[config.mk]
export PLATFORM = sky130hd
export DESIGN_NAME = scan_sequencer
export DESIGN_NICKNAME = d
export VERILOG_FILES = /design/src/rtl/scan_seq_pkg.sv /design/src/rtl/seq_carrier_gen.sv /design/src/rtl/seq_phase_ring.sv /design/src/rtl/seq_edge_tracker.sv /design/src/rtl/seq_index_ctr.sv /design/src/rtl/scan_sequencer.sv
export SDC_FILE = /design/constraint.sdc
export NUM_CORES = 1
export LEC_CHECK = 0
export CORE_MARGIN = 8
export CORE_UTILIZATION = 53
export CTS_CLUSTER_SIZE = 30
export DETAILED_ROUTE_END_ITERATION = 16
export PLACE_DENSITY = 0.84
export RECOVER_POWER = 50
export SYNTH_ARGS = -nofsm -noshare
export SYNTH_HDL_FRONTEND = slang
export SYNTH_SLANG_ARGS = --single-unit
[constraint.sdc]
create_clock -name clk -period 3.6 [get_ports clk]
set_input_delay 0.72 -clock clk [delete_from_list [all_inputs] [get_ports clk]]
set_output_delay 0.72 -clock clk [all_outputs]
set_load 0.03 [all_outputs]
[src/rtl/scan_seq_pkg.sv]
package scan_seq_pkg;
  typedef enum logic {
    MODE_DRIVEN = 1'b0,
    MODE_FOLLOW = 1'b1
  } scan_mode_e;

  // advance a one-hot phase vector: precharge -> drive -> reset -> precharge
  function automatic logic [2:0] next_phase(input logic [2:0] v);
    return {v[1:0], v[2]};
  endfunction

  function automatic logic is_onehot3(input logic [2:0] v);
    return (v != 3'b000) && ((v & (v - 3'b001)) == 3'b000);
  endfunction
endpackage

[src/rtl/seq_carrier_gen.sv]
module seq_carrier_gen #(
  parameter int CAR_HALF = 16
) (
  input  logic clk,
  input  logic rst_n,
  output logic carrier_o
);
  localparam int CW = (CAR_HALF < 2) ? 1 : $clog2(CAR_HALF);
  localparam logic [CW-1:0] LAST = CW'(CAR_HALF - 1);

  logic [CW-1:0] div_q;

  always_ff @(posedge clk) begin
    if (!rst_n) begin
      div_q     <= '0;
      carrier_o <= 1'b0;
    end else if (div_q == LAST) begin
      div_q     <= '0;
      carrier_o <= ~carrier_o;
    end else begin
      div_q <= div_q + CW'(1);
    end
  end
endmodule

[src/rtl/seq_phase_ring.sv]
module seq_phase_ring
  import scan_seq_pkg::*;
#(
  parameter int CNT_W = 16
) (
  input  logic             clk,
  input  logic             rst_n,
  input  logic             scan_en,
  input  scan_mode_e       mode_i,
  input  logic [CNT_W-1:0] phase_len,
  output logic             grst_o,
  output logic [2:0]       phase_o,
  output logic             armed_o,
  output logic             cyc_done_o
);
  // ring_q[0] = global reset slot, ring_q[3:1] = precharge, drive, reset
  logic [3:0]       ring_q;
  logic [CNT_W-1:0] dwell_q;
  logic             run_q;
  scan_mode_e       mode_q;
  logic             slot_end;

  assign slot_end = ({1'b0, dwell_q} + (CNT_W+1)'(1)) >= {1'b0, phase_len};

  always_ff @(posedge clk) begin
    if (!rst_n) begin
      run_q   <= 1'b0;
      mode_q  <= MODE_DRIVEN;
      ring_q  <= '0;
      dwell_q <= '0;
    end else if (!scan_en) begin
      run_q   <= 1'b0;
      ring_q  <= '0;
      dwell_q <= '0;
    end else if (!run_q) begin
      run_q   <= 1'b1;
      mode_q  <= mode_i;
      ring_q  <= 4'b0001;
      dwell_q <= '0;
    end else if (ring_q != 4'b0000) begin
      if (slot_end) begin
        dwell_q <= '0;
        if (ring_q[0])
          ring_q <= (mode_q == MODE_FOLLOW) ? 4'b0000 : 4'b0010;
        else if (ring_q[3])
          ring_q <= 4'b0010;
        else
          ring_q <= {ring_q[2:0], 1'b0};
      end else begin
        dwell_q <= dwell_q + CNT_W'(1);
      end
    end
  end

  assign grst_o     = ring_q[0];
  assign phase_o    = ring_q[3:1];
  assign armed_o    = run_q && scan_en && (ring_q == 4'b0000) && (mode_q == MODE_FOLLOW);
  assign cyc_done_o = run_q && scan_en && ring_q[3] && slot_end;
endmodule

[src/rtl/seq_edge_tracker.sv]
module seq_edge_tracker
  import scan_seq_pkg::*;
(
  input  logic       clk,
  input  logic       rst_n,
  input  logic       clear_i,
  input  logic       enable_i,
  input  logic [2:0] ext_i,
  output logic [2:0] edge_o,
  output logic       err_o,
  output logic       cyc_done_o
);
  logic [2:0] sync1_q, sync2_q, hist_q;
  logic [2:0] want_q;
  logic [2:0] rise;
  logic       in_order;

  always_ff @(posedge clk) begin
    if (!rst_n) begin
      sync1_q <= '0;
      sync2_q <= '0;
      hist_q  <= '0;
    end else begin
      sync1_q <= ext_i;
      sync2_q <= sync1_q;
      hist_q  <= sync2_q;
    end
  end

  assign rise     = sync2_q & ~hist_q;
  assign in_order = enable_i && (rise == want_q);

  always_ff @(posedge clk) begin
    if (!rst_n || clear_i) begin
      want_q <= 3'b001;
      err_o  <= 1'b0;
      edge_o <= '0;
    end else if (enable_i) begin
      edge_o <= in_order ? rise : 3'b000;
      if (in_order) begin
        want_q <= next_phase(want_q);
      end else if (rise != 3'b000) begin
        err_o <= 1'b1;
        if (is_onehot3(rise)) want_q <= next_phase(rise);
      end
    end else begin
      edge_o <= '0;
    end
  end

  assign cyc_done_o = in_order && want_q[2];
endmodule

[src/rtl/seq_index_ctr.sv]
module seq_index_ctr #(
  parameter int IDX_W = 8
) (
  input  logic             clk,
  input  logic             rst_n,
  input  logic             clear_i,
  input  logic             step_i,
  input  logic [IDX_W-1:0] array_size,
  output logic [IDX_W-1:0] idx_o,
  output logic             adv_o
);
  logic [IDX_W-1:0] last_idx;
  assign last_idx = array_size - IDX_W'(1);

  always_ff @(posedge clk) begin
    if (!rst_n || clear_i) begin
      idx_o <= '0;
      adv_o <= 1'b0;
    end else begin
      adv_o <= step_i;
      if (step_i) idx_o <= (idx_o == last_idx) ? '0 : idx_o + IDX_W'(1);
    end
  end
endmodule

[src/rtl/scan_sequencer.sv]
module scan_sequencer
  import scan_seq_pkg::*;
#(
  parameter int CNT_W    = 16,
  parameter int IDX_W    = 8,
  parameter int CAR_HALF = 16
) (
  input  logic             clk,
  input  logic             rst_n,
  input  logic             scan_en,
  input  logic             mode_sel,
  input  logic [CNT_W-1:0] phase_len,
  input  logic [IDX_W-1:0] array_size,
  input  logic [2:0]       ext_phase,
  output logic             grst_o,
  output logic [2:0]       phase_o,
  output logic             grst_ac_o,
  output logic [2:0]       phase_ac_o,
  output logic [2:0]       edge_o,
  output logic             adv_o,
  output logic [IDX_W-1:0] sensor_idx_o,
  output logic             order_err_o
);
  scan_mode_e mode_e;
  logic carrier, armed, ring_done, trk_done, clear;

  assign mode_e = scan_mode_e'(mode_sel);
  assign clear  = !scan_en;

  seq_carrier_gen #(.CAR_HALF(CAR_HALF)) u_car (
    .clk(clk), .rst_n(rst_n), .carrier_o(carrier)
  );

  seq_phase_ring #(.CNT_W(CNT_W)) u_ring (
    .clk(clk), .rst_n(rst_n), .scan_en(scan_en), .mode_i(mode_e),
    .phase_len(phase_len), .grst_o(grst_o), .phase_o(phase_o),
    .armed_o(armed), .cyc_done_o(ring_done)
  );

  seq_edge_tracker u_trk (
    .clk(clk), .rst_n(rst_n), .clear_i(clear), .enable_i(armed),
    .ext_i(ext_phase), .edge_o(edge_o), .err_o(order_err_o),
    .cyc_done_o(trk_done)
  );

  seq_index_ctr #(.IDX_W(IDX_W)) u_idx (
    .clk(clk), .rst_n(rst_n), .clear_i(clear), .step_i(ring_done | trk_done),
    .array_size(array_size), .idx_o(sensor_idx_o), .adv_o(adv_o)
  );

  assign grst_ac_o  = grst_o & carrier;
  assign phase_ac_o = phase_o & {3{carrier}};
endmodule

# Word-level counts from Yosys, hierarchy flattened
# Index checks and enable logic that the tools add are counted.
dict set report classes {
  addsub 6
  n_reduce_logical 26
  bitwise 11
  magnitude_cmp 1
  n_mux 12
  eq_ne 5
}
# cell n
set ops {}
lappend ops {{adder 16 x 1 -> 17 bit, second input constant} 1}
lappend ops {{greater-or-equal comparator 17 x 16 -> 1 bit} 1}
lappend ops {{adder 16 x 1 -> 16 bit, second input constant} 1}
lappend ops {{two-way mux 16 bit} 1}
lappend ops {{bitwise AND 3 bit} 3}
lappend ops {{two-way mux 3 bit} 3}
lappend ops {{AND reduction 3 bit} 3}
lappend ops {{adder 8 x 1 -> 8 bit, second input constant} 1}
lappend ops {{equality test 8 bit} 1}
lappend ops {{logical AND 1 bit} 8}
lappend ops {{two-way mux 4 bit} 2}
lappend ops {{two-way mux 8 bit} 1}
lappend ops {{AND reduction 2 bit} 4}
lappend ops {{subtractor 8 x 1 -> 8 bit, second input constant} 1}
lappend ops {{inverter 1 bit} 5}
lappend ops {{adder 4 x 1 -> 4 bit, second input constant} 1}
lappend ops {{equality test 4 bit, second input constant} 1}
lappend ops {{zero test 4 bit} 1}
lappend ops {{two-way mux 1 bit} 4}
lappend ops {{inequality test 2 bit, second input constant} 2}
lappend ops {{nonzero test 2 bit} 2}
lappend ops {{nonzero test 4 bit} 1}
lappend ops {{equality test 3 bit} 1}
lappend ops {{zero test 3 bit} 1}
lappend ops {{10 further kinds} 11}
dict set report word_totals {
  reg_bits 52
}

# Longest topological paths before layout
dict set report logic_depth {
  word_depth 9
  ltp_mapped 15
  ltp_nobuf 14
}

# Hierarchy
# From an unflattened synthesis, not the netlist that was laid out.
dict set report unflattened {
  hier_cells 427
  area_unflattened_um2 3452.1
}
# mod instances area_per_inst_um2 cells_per_inst
set modules_own_cells {}
lappend modules_own_cells {seq_phase_ring 1 1671.6 226}
lappend modules_own_cells {seq_edge_tracker 1 862.1 96}
lappend modules_own_cells {seq_index_ctr 1 689.4 81}
lappend modules_own_cells {seq_carrier_gen 1 193.9 18}
lappend modules_own_cells {scan_sequencer 1 35.0 6}

# Least setup slack after synthesis
# Ideal clock, no wire load.
dict set report synth_path {
  path_type {reg2reg}
  start {register u_ring.dwell_q[0]}
  end {register u_idx.idx_o[1]}
  stages_incl_launch_ff 16
  setup_ps 72
  synth_period_minus_slack_ps 3130
  required_time_ps 3528
  arrival_time_ps 3058
  slack_ps 470
  cell_sequence {dfxtp_1 ha_1 nand3_2 nor4_4 nand3_1 nor2_1 xor2_1 ha_1 nand3_1 nor3_1 o211ai_1 a21oi_2 nor2_1 buf_6 or3b_1 a21oi_1}
}
dict set report synth_via {
  elab_chain_len 4
}
# element line_no
set synth_rtl {}
lappend synth_rtl {{from (decl)} seq_phase_ring.sv:18} ;# logic [CNT_W-1:0] dwell_q;
lappend synth_rtl {{from (signal assigned)} seq_phase_ring.sv:50} ;# dwell_q <= dwell_q + CNT_W'(1);
lappend synth_rtl {{adder 16 x 1 -> 17 bit} seq_phase_ring.sv:23} ;# assign slot_end = ({1'b0, dwell_q} + (CNT_W+1)'(1)) >= {1'b0, phase_len};
lappend synth_rtl {{greater-or-equal comparator 17 x 16 -> 1 bit} seq_phase_ring.sv:23}
lappend synth_rtl {{logical AND 1 bit} seq_phase_ring.sv:58} ;# assign cyc_done_o = run_q && scan_en && ring_q[3] && slot_end;
lappend synth_rtl {{OR 1 bit} scan_sequencer.sv:47} ;# .clk(clk), .rst_n(rst_n), .clear_i(clear), .step_i(ring_done | trk_done),
lappend synth_rtl {{to (signal assigned)} seq_index_ctr.sv:21} ;# if (step_i) idx_o <= (idx_o == last_idx) ? '0 : idx_o + IDX_W'(1);
lappend synth_rtl {{to (decl)} seq_index_ctr.sv:9} ;# output logic [IDX_W-1:0] idx_o,
# No other way between the ends.
# A chain may end at the register's enable or synchronous reset.

# Worst setup path in the final report
dict set report layout_path {
  start {register u_ring.dwell_q[1]}
  end {register u_idx.idx_o[7]}
}
# The elaborated chain is that of the path after synthesis.

==> results summary <==
The register clock-pin slew on the reported worst setup and hold paths came out at 0.10 ns. For this design, the sink count on the clock tree is 52. The count of endpoints failing hold in the final timing report was 0.

The clock tree synthesis step divided the H-tree into 2 levels. The area enclosed by the die boundary came out at 8400 µm². The share of the clock period used by the worst path is 91.3%. The min-delay analysis places its worst path in the category flip-flop to flip-flop. STA puts the critical path data arrival time at 3.49 ns. Ranked by total cell area, the synthesized netlist is headed by dfxtp_1, ha_1, nor2_1.

The congestion estimate from routability-driven global placement came to 0.893. The count of final max-slew check failures is 0. The number of antenna violations at the first check in global routing came out at 0. The DRC marker count from the first detailed-route iteration is 122.

The overflow left after global routing is 0. The worst setup slack after placement is 0.249 ns. The largest total area in the synthesized netlist belongs to dfxtp_1. For the pin with the worst max-slew slack, the measured transition is 1.44 ns. The vertical die dimension is 91.6 µm. The final core area utilization came out at 67.6%. The post-detailed-placement cell area is 3630 µm². The post-synthesis average cell area came out at 8.15 µm².

The register area came out at 1050 µm². The post-route minimum period came out at 3.29 ns. In this run the tool buffered the top-level ports with 51 buffer cells. In the synthesized netlist, the number of instances is 372. The total clock buffers created by CTS came out at 5. Once detailed placement completed, the half-perimeter wirelength came to 5180 µm.

Walking the worst path, the cells encountered are ha_2 -> nand3_2 -> nor4_4 -> nand3_1 -> nor2_1 -> xor2_1 -> ha_1 -> a21oi_1 -> nor2b_1 -> a211oi_2 -> a21oi_2 -> nor2_1 -> buf_4 -> nor3_4 -> a211o_1. The critical path data required time came out at 3.80 ns. The area growth from synthesis to layout came out at 22.7%. After the last flow step, the layout net total stands at 477. The top-level I/O count is 52.

Among cell families on the critical path, the largest total delay comes from simple AND/OR/NAND/NOR gates. The most repeated library cell on the critical path is nor2_1. The total track usage came out at 16.2%. The average via count per standard cell is 5.27. The power density of the placed cells is 280 nW/µm². The synthesized netlist net count came out at 423. The CTS tree is done.

Across the VDD grid, the largest voltage drop is 275 µV. Leaving out fill and tap cells, the most frequent cell in the layout is nor2_1. The critical path is of the flip-flop to flip-flop type. The maximum number of pins on one net before global-route repair came out at 18. The number of nets with antenna violations after routing came out at 0. The final count of negative-setup-slack endpoints came out at 0. The largest stage delay on the critical path is 0.41 ns. The sequential element share of the synthesized area is 34.3%.

After floorplanning, the core was divided into 27 placement rows. The post-route clock skew came out at 0.00623 ns. The wire length of the first global-routing pass came out at 11700 µm.

The post-synthesis async set-or-reset flop share is 0%. The number of global-route vias before repair came to 2590. The number of buffer and inverter stages on the critical path came out at 1.

In the layout the commonest cells are nor2_1, dfxtp_1, clkdlybuf4s50_1, nand2_1, inv_1. The register bit total from synthesis came out at 52. The number of violations of the max-capacitance limit is 0. The final critical-path setup slack came out at 0.314 ns.

The total non-filler cell area in the finished layout is 3720 µm². The multi-input gate area in the final layout is 1860 µm². The static power due to leakage is 1.54 nW. The minimum setup slack among reg-to-reg paths came out at 0.31 ns. The post-CTS setup-driven buffer insertion count is 0. Of the cells placed in the final design, the portion with a size suffix greater than 1 is 6.09%.

For this block, the routed nets add up to 6670 µm of wire. The post-synthesis instance area came out at 3030 µm². The share of Yosys cell area claimed by the top area cell type is 34.3%. The number of distinct library cells after synthesis is 43. CTS placed an instance of clkbuf_8 at the clock tree root. STA classifies the critical path startpoint as a flip-flop. For this design, the slowest cell found on the critical path is dfxtp_1. The Yosys warning count came out at 0.

The maximum number of buffers from clock root to sink came out at 2. The starting utilization of the core area came out at 55.1%. The worst hold slack is 0.429 ns. In the synthesized netlist the dominant register cell turns out to be dfxtp_1. The post-route DRC violation count is 0. The mean routed wirelength per cell came out at 13.4 µm.

In this run the horizontal extent of the chip is 91.6 µm. The run finished with clean final reports. The number of antenna diodes in the final layout is 0. The worst setup path is captured at a flip-flop. The total number of vias is 2630. The number of iterations in the first detailed-routing pass is 4. Clock latency on the worst-skew pair, taken at its later pin, is 0.31 ns.

The floorplan step defined a core boundary enclosing 5510 µm². The upper clock frequency limit came out at 0.304 GHz. The worst relative slew slack is 2.86%. Counting flops with a built-in enable in the synthesized netlist gives 0.

The filler cells instantiated in the layout total 462. The maximum fanout count along the critical path came out at 11.
routing by layer:
| layer | share of wire (%) | global-route usage (%) |
|---|---|---|
| met5 | 0 | 0 |
| met4 | 0.63 | 2.86 |
| met3 | 6.4 | 4.81 |
| met2 | 46 | 27.1 |
| met1 | 47 | 20.2 |
timing repair:
item,in CTS,in global routing
endpoints found under the setup margin,0,8
gates resized for setup,0,8
hold buffers,0,0
per-stage QoR:
| stage | setup TNS, ns | cells | power, mW |
|---|---|---|---|
| floorplan | 0 | 372 | 0.659 |
| global placement | 0 | 491 | 0.708 |
| detailed placement | 0 | 491 | 0.713 |
| CTS | 0 | 499 | 1.05 |
| global route | -0.0114 | 499 | 1.09 |
| finish | 0 | 499 | 1.04 |
area by class of cell:
class | count | area share, %
Tap cell | 72 | 2.42
Clock inverter | 3 | 0.605
Timing Repair Buffer | 56 | 14.6
Inverter | 25 | 2.52
Clock buffer | 5 | 1.85
Sequential cell | 52 | 28.1
Multi-Input combinational cell | 286 | 49.9
where the power goes:
part           leakage, nW  switching, mW  internal (mW)
clock network       0.0485          0.206          0.140
registers            0.424        0.00689          0.584
logic                 1.07         0.0511         0.0565
total                 1.54          0.264          0.780
cells in the mapped netlist (2+ instances only):
library cell	count
a211o_1	3
a211oi_1	2
a21oi_1	17
a22o_1	3
a31oi_1	4
and2_1	16
and3_1	3
clkbuf_1	7
dfxtp_1	52
ha_1	20
inv_1	25
mux2i_1	5
nand2_1	33
nand2b_1	4
nand3_1	20
nand4_1	7
nor2_1	52
nor2b_1	8
nor3_1	7
nor3b_1	2
nor4_4	2
o211ai_1	3
o21ai_0	10
o2bb2ai_1	3
or3_1	5
xnor2_1	21
xor2_1	22
worst register-to-register path: cells and delay by family (launching register included):
kind,cells,cell delay (ns)
buffers and inverters,1,0.19
XOR/XNOR,1,0.17
AO/OA/AOI/OAI,4,0.86
AND/OR/NAND/NOR,7,1.05
flip-flops,1,0.41
adder cells (fa/ha/maj),2,0.51
state kept, by name, summed over array words and instances (netlist names), 3 cells and up:
name / flops
u_ring.dwell_q: 16
u_trk.edge_o: 3
u_trk.want_q: 3
u_trk.hist_q: 3
u_trk.sync1_q: 3
u_trk.sync2_q: 3
u_idx.idx_o: 8
u_car.div_q: 4
u_ring.ring_q: 4
cell families (layout without fill, tap and decap cells):
family,after synthesis,in the layout,synth area share (%)
AND/OR/NAND/NOR,167,167,28.1
flip-flops,52,52,34.3
AO/OA/AOI/OAI,51,51,10.8
XOR/XNOR,43,43,12.4
buffers and inverters,34,89,4.50
adder cells (fa/ha/maj),20,20,8.25
multiplexers,5,5,1.65
path summary, 6_finish.rpt:
path                           from               to  cells after the start
setup / recovery  u_ring.dwell_q[1]   u_idx.idx_o[7]                     15
hold / removal      u_trk.hist_q[1]  u_trk.edge_o[1]                      1
setup reg to reg  u_ring.dwell_q[1]   u_idx.idx_o[7]                     15
hold reg to reg     u_trk.hist_q[1]  u_trk.edge_o[1]                      1
(Power assumes the default switching activity.)
